### src/rtl/txc_pkg.sv
package txc_pkg;
  localparam int CMD_EOP = 0;
  localparam int CMD_RS  = 3;
  localparam int CMD_EXT = 5;
  localparam logic KIND_STATUS = 1'b0;
  localparam logic KIND_HEAD   = 1'b1;
endpackage

### src/rtl/txc_fifo.sv
module txc_fifo #(
  parameter int W     = 10,
  parameter int DEPTH = 8
) (
  input  logic         clk,
  input  logic         rst_n,
  input  logic         push,
  input  logic [W-1:0] wdata,
  input  logic         pop,
  output logic [W-1:0] rdata,
  output logic         full,
  output logic         empty
);
  localparam int AW = (DEPTH > 1) ? $clog2(DEPTH) : 1;
  localparam int CW = $clog2(DEPTH + 1);

  logic [W-1:0]  mem [DEPTH];
  logic [AW-1:0] wp, rp;
  logic [CW-1:0] cnt;

  function automatic logic [AW-1:0] bump(input logic [AW-1:0] p);
    return (p == AW'(DEPTH - 1)) ? '0 : p + 1'b1;
  endfunction

  assign full  = (cnt == CW'(DEPTH));
  assign empty = (cnt == '0);
  assign rdata = mem[rp];

  always_ff @(posedge clk or negedge rst_n) begin
    if (!rst_n) begin
      wp  <= '0;
      rp  <= '0;
      cnt <= '0;
    end else begin
      if (push) wp <= bump(wp);
      if (pop)  rp <= bump(rp);
      if (push && !pop) cnt <= cnt + 1'b1;
      else if (pop && !push) cnt <= cnt - 1'b1;
    end
  end

  always_ff @(posedge clk) begin
    if (push) mem[wp] <= wdata;
  end

  AST_NO_OVERFLOW: assert property (@(posedge clk) disable iff (!rst_n)
    cnt <= CW'(DEPTH));
  AST_NO_UNDERFLOW: assert property (@(posedge clk) disable iff (!rst_n)
    pop |-> !empty);
endmodule

### src/rtl/txc_drain.sv
module txc_drain #(
  parameter int IDX_W = 8,
  parameter int DEPTH = 8
) (
  input  logic             clk,
  input  logic             rst_n,
  input  logic             tail_wb_en,
  input  logic [IDX_W-1:0] ring_size,
  input  logic             pkt_buffered,
  input  logic             q_empty,
  input  logic             e_eop,
  input  logic             e_rs,
  input  logic [IDX_W-1:0] e_idx,
  output logic             q_pop,
  output logic             req_valid,
  input  logic             req_ready,
  output logic             req_kind,
  output logic [IDX_W-1:0] req_idx
);
  import txc_pkg::*;
  localparam int CRW = $clog2(DEPTH + 1) + 1;

  logic [CRW-1:0]   credit;
  logic             rs_seen;
  logic             emit;
  logic             kind_n;
  logic [IDX_W-1:0] idx_n;
  logic [IDX_W-1:0] head_n;

  assign head_n = (e_idx == ring_size - 1'b1) ? '0 : e_idx + 1'b1;
  assign q_pop  = !q_empty && (credit != '0) && (!req_valid || req_ready);

  always_comb begin
    if (tail_wb_en) begin
      emit   = e_eop && (rs_seen || e_rs);
      kind_n = KIND_HEAD;
      idx_n  = head_n;
    end else begin
      emit   = e_rs;
      kind_n = KIND_STATUS;
      idx_n  = e_idx;
    end
  end

  always_ff @(posedge clk or negedge rst_n) begin
    if (!rst_n) begin
      credit    <= '0;
      rs_seen   <= 1'b0;
      req_valid <= 1'b0;
      req_kind  <= KIND_STATUS;
      req_idx   <= '0;
    end else begin
      credit <= credit + CRW'(pkt_buffered) - CRW'(q_pop && e_eop);
      if (q_pop) rs_seen <= e_eop ? 1'b0 : (rs_seen || e_rs);
      if (q_pop && emit) begin
        req_valid <= 1'b1;
        req_kind  <= kind_n;
        req_idx   <= idx_n;
      end else if (req_ready) begin
        req_valid <= 1'b0;
      end
    end
  end

  AST_REQ_HOLD: assert property (@(posedge clk) disable iff (!rst_n)
    req_valid && !req_ready |=> req_valid && $stable(req_kind) && $stable(req_idx));
  AST_TAIL_NO_STATUS: assert property (@(posedge clk) disable iff (!rst_n)
    q_pop && tail_wb_en |=> !req_valid || req_kind == KIND_HEAD);
  AST_HEAD_IN_RING: assert property (@(posedge clk) disable iff (!rst_n)
    req_valid && req_kind == KIND_HEAD |-> req_idx < ring_size);
  AST_CREDIT_BOUND: assert property (@(posedge clk) disable iff (!rst_n)
    credit <= CRW'(DEPTH));
endmodule

### src/rtl/txc_report.sv
module txc_report #(
  parameter int IDX_W = 8,
  parameter int DEPTH = 8
) (
  input  logic             clk,
  input  logic             rst_n,
  input  logic             tail_wb_en,
  input  logic [IDX_W-1:0] ring_size,
  input  logic             desc_valid,
  output logic             desc_ready,
  input  logic [7:0]       desc_cmd,
  input  logic [IDX_W-1:0] desc_idx,
  input  logic             pkt_buffered,
  output logic             req_valid,
  input  logic             req_ready,
  output logic             req_kind,
  output logic [IDX_W-1:0] req_idx,
  output logic             ext_err
);
  import txc_pkg::*;
  localparam int EW = IDX_W + 2;

  logic          q_full, q_empty, q_pop, q_push;
  logic [EW-1:0] q_wdata, q_rdata;

  assign desc_ready = !q_full;
  assign q_push     = desc_valid && desc_ready;
  assign q_wdata    = {desc_cmd[CMD_RS], desc_cmd[CMD_EOP], desc_idx};

  txc_fifo #(.W(EW), .DEPTH(DEPTH)) u_fifo (
    .clk(clk), .rst_n(rst_n), .push(q_push), .wdata(q_wdata),
    .pop(q_pop), .rdata(q_rdata), .full(q_full), .empty(q_empty)
  );

  txc_drain #(.IDX_W(IDX_W), .DEPTH(DEPTH)) u_drain (
    .clk(clk), .rst_n(rst_n), .tail_wb_en(tail_wb_en), .ring_size(ring_size),
    .pkt_buffered(pkt_buffered), .q_empty(q_empty),
    .e_eop(q_rdata[IDX_W]), .e_rs(q_rdata[IDX_W+1]), .e_idx(q_rdata[IDX_W-1:0]),
    .q_pop(q_pop), .req_valid(req_valid), .req_ready(req_ready),
    .req_kind(req_kind), .req_idx(req_idx)
  );

  always_ff @(posedge clk or negedge rst_n) begin
    if (!rst_n) ext_err <= 1'b0;
    else if (q_push && desc_cmd[CMD_EXT]) ext_err <= 1'b1;
  end

  AST_ERR_STICKY: assert property (@(posedge clk) disable iff (!rst_n)
    ext_err |=> ext_err);
  AST_EXT_FLAGS: assert property (@(posedge clk) disable iff (!rst_n)
    q_push && desc_cmd[CMD_EXT] |=> ext_err);
endmodule

### config.mk
export PLATFORM = sky130hd
export DESIGN_NAME = txc_report
export DESIGN_NICKNAME = d
export VERILOG_FILES = /design/src/rtl/txc_pkg.sv /design/src/rtl/txc_fifo.sv /design/src/rtl/txc_drain.sv /design/src/rtl/txc_report.sv
export SDC_FILE = /design/constraint.sdc
export NUM_CORES = 1
export LEC_CHECK = 0
export BUFFER_PORTS_ARGS = -buffer_cell sky130_fd_sc_hd__buf_2
export CORE_MARGIN = 10
export CORE_UTILIZATION = 23
export CTS_CLUSTER_DIAMETER = 40
export DETAILED_ROUTE_END_ITERATION = 10
export SLEW_MARGIN = 30
export SYNTH_ARGS = -nofsm -noshare
export SYNTH_HDL_FRONTEND = slang
export SYNTH_HIERARCHICAL = 1
export SYNTH_SLANG_ARGS = --single-unit
### constraint.sdc
create_clock -name clk -period 3.8 [get_ports clk]
set_input_delay 0.57 -clock clk [delete_from_list [all_inputs] [get_ports clk]]
set_output_delay 0.57 -clock clk [all_outputs]
set_load 0.05 [all_outputs]
Word level (Yosys, flattened, before mapping)
Memory sizes are Yosys's and may differ from the RTL's.
Index checks and enable logic that the tools add are counted.
{ "classes": {"n_addsub": 8, "eq_ne": 4, "mux": 13, "n_reduce_logical": 20} }
{ "ops": {"columns": ["op", "count"], "rows": [
  ["8-bit two-way mux", 2],
  ["1-bit logical AND", 9],
  ["8-bit by 1-bit adder with 8-bit output (second input constant)", 1],
  ["8-bit == test", 1],
  ["4-bit two-way mux", 2],
  ["8-bit by 1-bit subtractor with 8-bit output (second input constant)", 1],
  ["1-bit two-way mux", 7],
  ["3-bit by 1-bit adder with 3-bit output (second input constant)", 2],
  ["3-bit == test (second input constant)", 2],
  ["3-bit two-way mux", 2],
  ["5-bit by 1-bit adder with 5-bit output", 1],
  ["1-bit logical NOT", 5],
  ["5-bit nonzero test", 1],
  ["5-bit by 1-bit subtractor with 5-bit output", 1],
  ["4-bit by 1-bit adder with 4-bit output (second input constant)", 1],
  ["4-bit == test (second input constant)", 1],
  ["4-bit logical NOT", 1],
  ["2-bit nonzero test", 2],
  ["4-bit by 1-bit subtractor with 4-bit output (second input constant)", 1],
  ["1-bit logical OR", 2]
]} }
{ "totals": {"ff_bits": 27, "mem_bits_rw": 80, "input_bits": 30, "output_inout_bits": 12, "wordCells": 55, "mem_count": 1} }
{ "memory_table": {"columns": ["memory", "depth", "word_bits", "read_ports", "rd_clocked_by_memory_dff", "wr", "line", "source"], "rows": [
  ["u_fifo.mem", 8, 10, 1, 0, 1, "txc_fifo.sv:17", "logic [W-1:0] mem [DEPTH];"]
]} }

Depth between registers and ports, before layout
{ "logic_depth": {"ltp_word": 7, "depth_mapped": 13, "mapped_depth_nobuf": 12} }

Cells and area by module
The synthesis kept the hierarchy.
{ "by_module_without_submodules": {"columns": ["mod", "n_inst", "cells_per_inst", "area_each_um2"], "rows": [
  ["txc_fifo", 1, 181, 3719.8],
  ["txc_drain", 1, 135, 1199.9],
  ["txc_report", 1, 4, 50.0]
]} }

Worst setup path before layout
No wires, ideal clock.
{ "synth_path": {"kind": "flip-flop to flip-flop", "startpoint": "register u_fifo.rp[0]", "endpoint": "register u_drain.credit[4]", "setup_time_ps": 123, "t_arrival_ps": 2744, "required_time_ps": 3677, "setup_slack_ps": 933, "stages_incl_launch_ff": 14, "path_buffers": 1, "period_less_slack_ps": 2867, "cell_sequence": "dfrtp_1 buf_6 mux4_1 mux2_2 inv_1 nor4_1 ha_1 inv_1 ha_1 fa_1 a21oi_1 nor2_1 nor2_1 xnor2_1"} }
{ "synth_between": {"elab_chain_len": 3} }
{ "synth_lines": {"columns": ["element", "line", "source"], "rows": [
  ["start: declaration", "txc_fifo.sv:18", "logic [AW-1:0] wp, rp;"],
  ["start signal: assignment", "txc_fifo.sv:36", "if (pop) rp <= bump(rp);"],
  ["memory 8 x 10 bit", null, null],
  ["named net q_rdata[8]", "txc_report.sv:24", "logic [EW-1:0] q_wdata, q_rdata;"],
  ["1-bit logical AND", "txc_drain.sv:53", "credit <= credit + CRW'(pkt_buffered) - CRW'(q_pop && e_eop);"],
  ["5-bit by 1-bit subtractor with 5-bit output", "txc_drain.sv:53", null],
  ["end signal: assignment", "txc_drain.sv:53", null],
  ["end: declaration", "txc_drain.sv:23", "logic [CRW-1:0] credit;"]
]} }
The timed path passes the listed nets, and every way through them passes these cells.
A chain may end at the register's enable or synchronous reset.

Worst setup path after layout
Same ends and word-level chain as after synthesis.

==> metrics.md <==
| Metric | Value |
|---|---|
| Detail Route Antenna Nets | 0 |
| Clock Latency Late Sink | roughly 0.35 ns |
| Diodes inserted | 0 |
| Worst EP required | between 4 and 5 ns |
| # IOs | 42 |
| Reg-to-Reg End | u_drain/credit[4] |
| Die area | approximately 28000 µm² |
| # rows | 53 |
| Worst r2r path cells | 12 |
| DR pass1 iterations | 4 |
| Worst-path clk slew | about 0.070 ns |
| CTS Hold Buffers Added | 0 |
| Die width | between 150 and 200 µm |
| Commonest non-fill, non-tap cell in the layout | edfxtp_1 |
| Routed wire length | 10200 µm |
| Nets | about 420 |
| Crit. End Element | flop |
| Vias/cell | approximately 4.3 |
| Vias in the first global route | 2945 |
| CP arrival | 3.49 ns |
| Leakage | ~2.1 nW |
| Fin util | 27.5% |
| Worst setup SP type | flop |
| EDFF count, synth | 80 |
| Remaining Overflow, GRT | 0 |
| Crit path largest cell delay | ~0.65 ns |
| H-Tree Depth | 3 |
| Num CTS Buffers | 9 |
| Fraction of registers with async set/reset | between 20% and 30% |
| Initial Util | a little under a quarter |
| Max FO, Critical Path | 11 |
| Reg2reg setup slack | 0.57 ns |
| Tot GR Track Use | between 7 and 8% |
| Status | completed |
| P per Cell Area | ~820 nW/µm² |
| Slew margin rel. | a little over two fifths |
| Fillers | 2115 |
| Clock sinks | about 110 |
| Critical-path top delay cell | dfrtp_1 |
| Post-layout worst setup margin | ~0.57 ns |
| Average wire per standard cell | 15.7 µm |
| Max-slew violations | 0 |
| WS Path Type | reg -> reg |
| Routed via count | between 2000 and 3000 |
| Fin. Hold Viols | 0 |
| Highest-count cells in the layout ignoring fill and taps | 80 x edfxtp_1, 36 x buf_2, 27 x dfrtp_1 |
| Synth warn | 6 |
| Post-Syn Instances | 320 |
| Peak VDD IR | ~0.25 mV |
| Largest net degree at the start of global routing | 28 |
| FF+latch count, synth | 107 |
| DRT iter0 DRCs | roughly 180 |
| Syn avg cell area | 15.5 µm² |
| Final Total Pwr | approximately 0.0048 W |
| Core box area | roughly 21000 µm² |
| Max Freq | 0.310 GHz |
| Ys flop type | edfxtp_1 |
| Clock Tree Root | clkbuf_16 |
| Layout cell share with drive strength beyond 1 | between 20% and 30% |
| HP Class | in -> async |
| Post-synthesis cell type count | 47 |
| Minimum clock period | about 3.2 ns |
| Final worst-path cycle share | about 85% |
| Crit-path cells | mux4_1 > mux2_2 > inv_1 > nor4_1 > ha_1 > inv_1 > ha_1 > fa_1 > a21oi_1 > nor2_1 > nor2_1 > xnor2_1 |
| Register area share after synthesis | 61.9% |
| First-pass GRT wire length | about 16000 µm |
| DR DRC count | 0 |
| RSZ-0062 raised after global routing | no |
| CTS tree | yes |
| CTS resizes | 0 |
| Chip height | between 150 and 200 µm |
| Clk_skew | between 0.015 and 0.02 ns |
| I/O Buffers | 36 |
| Syn-to-layout area delta | 17.1% |
| Mapped Area | just under 5000 µm² |
| Worst Setup Slack post-DPL | 0.564 ns |
| Setup tns final | 0 ns |
| Hpwl dp | ~7200 µm |
| R2R Path Start | u_fifo/rp[0] |
| Max_cap viols | 0 |
| Maximum clock insertion buffer count | 2 |
| Routability Congestion | about 0.76 |
| Final setup vio count | 0 |
| Number of setup buffers added after CTS | 0 |
| Syn nets | 367 |
| Worst-margin pin slew | ~0.87 ns |
| Initial antenna violation count | 2 |
synthesized netlist by cell type, types with 2 or more instances:
| cell type | count | share of area, % |
|---|---|---|
| nor2_1 | 21 | 1.6 |
| o21ai_0 | 9 | 0.91 |
| dfrtp_1 | 27 | 14 |
| nand3_1 | 3 | 0.30 |
| buf_6 | 2 | 0.45 |
| xnor2_1 | 11 | 1.9 |
| o21ai_1 | 5 | 0.50 |
| mux4_1 | 19 | 10 |
| nor4b_1 | 2 | 0.35 |
| clkbuf_1 | 6 | 0.45 |
| a21oi_1 | 11 | 1.1 |
| edfxtp_1 | 80 | 48 |
| ha_1 | 15 | 3.8 |
| a31oi_1 | 4 | 0.50 |
| nand4_1 | 2 | 0.25 |
| inv_1 | 16 | 1.2 |
| fa_1 | 2 | 0.81 |
| a21o_1 | 2 | 0.30 |
| mux2_2 | 15 | 3.4 |
| nand3b_1 | 4 | 0.60 |
| nor4_1 | 4 | 0.50 |
| nand2b_1 | 4 | 0.50 |
| nor3_1 | 5 | 0.50 |
| nand2_1 | 18 | 1.4 |
| xor2_1 | 5 | 0.88 |
| o211ai_1 | 3 | 0.45 |
| nor2b_1 | 5 | 0.63 |
power breakdown:
part	switching (W)	internal, W
clock	0.000433	0.000456
combinational	0.00124	0.000918
sequential	0.000183	0.00155
area by class of cell:
class	instances	area, µm²	share of cell area, %
Sequential cell	107	3080	52.9
Multi-Input combinational cell	189	1790	30.7
Tap cell	275	344	5.91
Timing Repair Buffer	48	270	4.64
Clock buffer	9	225	3.87
Inverter	16	60.1	1.03
Clock inverter	6	56.3	0.967
routing by layer:
layer / GRT usage, % / share of wire, %
met1: 8.77 / 45
met2: 11.9 / 49
met3: 2.94 / 5.0
met4: 2.67 / 1.3
met5: 0 / 0.33
kinds of logic after synthesis:
| family | after synthesis | share of synthesized area [%] |
|---|---|---|
| adders and majority gates | 17 | 4.58 |
| buffers and inverters | 24 | 2.11 |
| muxes | 36 | 14.1 |
| and+or+nand+nor | 76 | 8.03 |
| xor gates and xnor gates | 17 | 3.15 |
| DFF | 107 | 61.9 |
| AOI/OAI and AO/OA | 43 | 6.09 |
metrics by stage:
step	area (µm²)	std cells	hold WS [ns]
after floorplan	4970	320	0.274
after global placement	5540	635	0.443
after detailed placement	5540	635	0.447
after CTS	5820	650	0.245
after global routing	5820	650	0.271
final	5820	650	0.227
worst max path at each step:
| stage | slack (ns) | endpoint | from |
|---|---|---|---|
| 6_report | 0.57 | u_drain/credit[4] | u_fifo/rp[0] |
| 5_1_grt | 0.34 | u_drain/req_idx[5] | u_fifo/rp[0] |
| 4_1_cts | 0.53 | u_fifo/cnt[3] | u_drain/credit[2] |
| 3_5_place_dp | 0.56 | u_drain/req_idx[7] | u_fifo/rp[0] |
| 3_3_place_gp | 0.57 | u_drain/req_idx[4] | u_fifo/rp[0] |
| 2_1_floorplan | 0.93 | u_drain/credit[4] | u_fifo/rp[0] |
critical path: cells and delay by family, from the launching register on:
kind                     cells  cell delay [ns]
adder cells (fa/ha/maj)      3             0.92
buffers and inverters        2             0.12
AND/OR/NAND/NOR              3             0.25
multiplexers                 2             0.92
AO/OA/AOI/OAI                1             0.15
XOR/XNOR                     1             0.13
flip-flops                   1             0.65
registers in the layout, indices dropped and copies added, names as in the netlist:
signal / count
u_fifo/mem: 80
u_drain/req_idx: 8
u_drain/credit: 5
u_fifo/cnt: 4
u_fifo/rp: 3
u_fifo/wp: 3
ext_err: 1
u_drain/req_kind: 1
u_drain/req_valid: 1
u_drain/rs_seen: 1
Power figures use the tool's default switching activity.
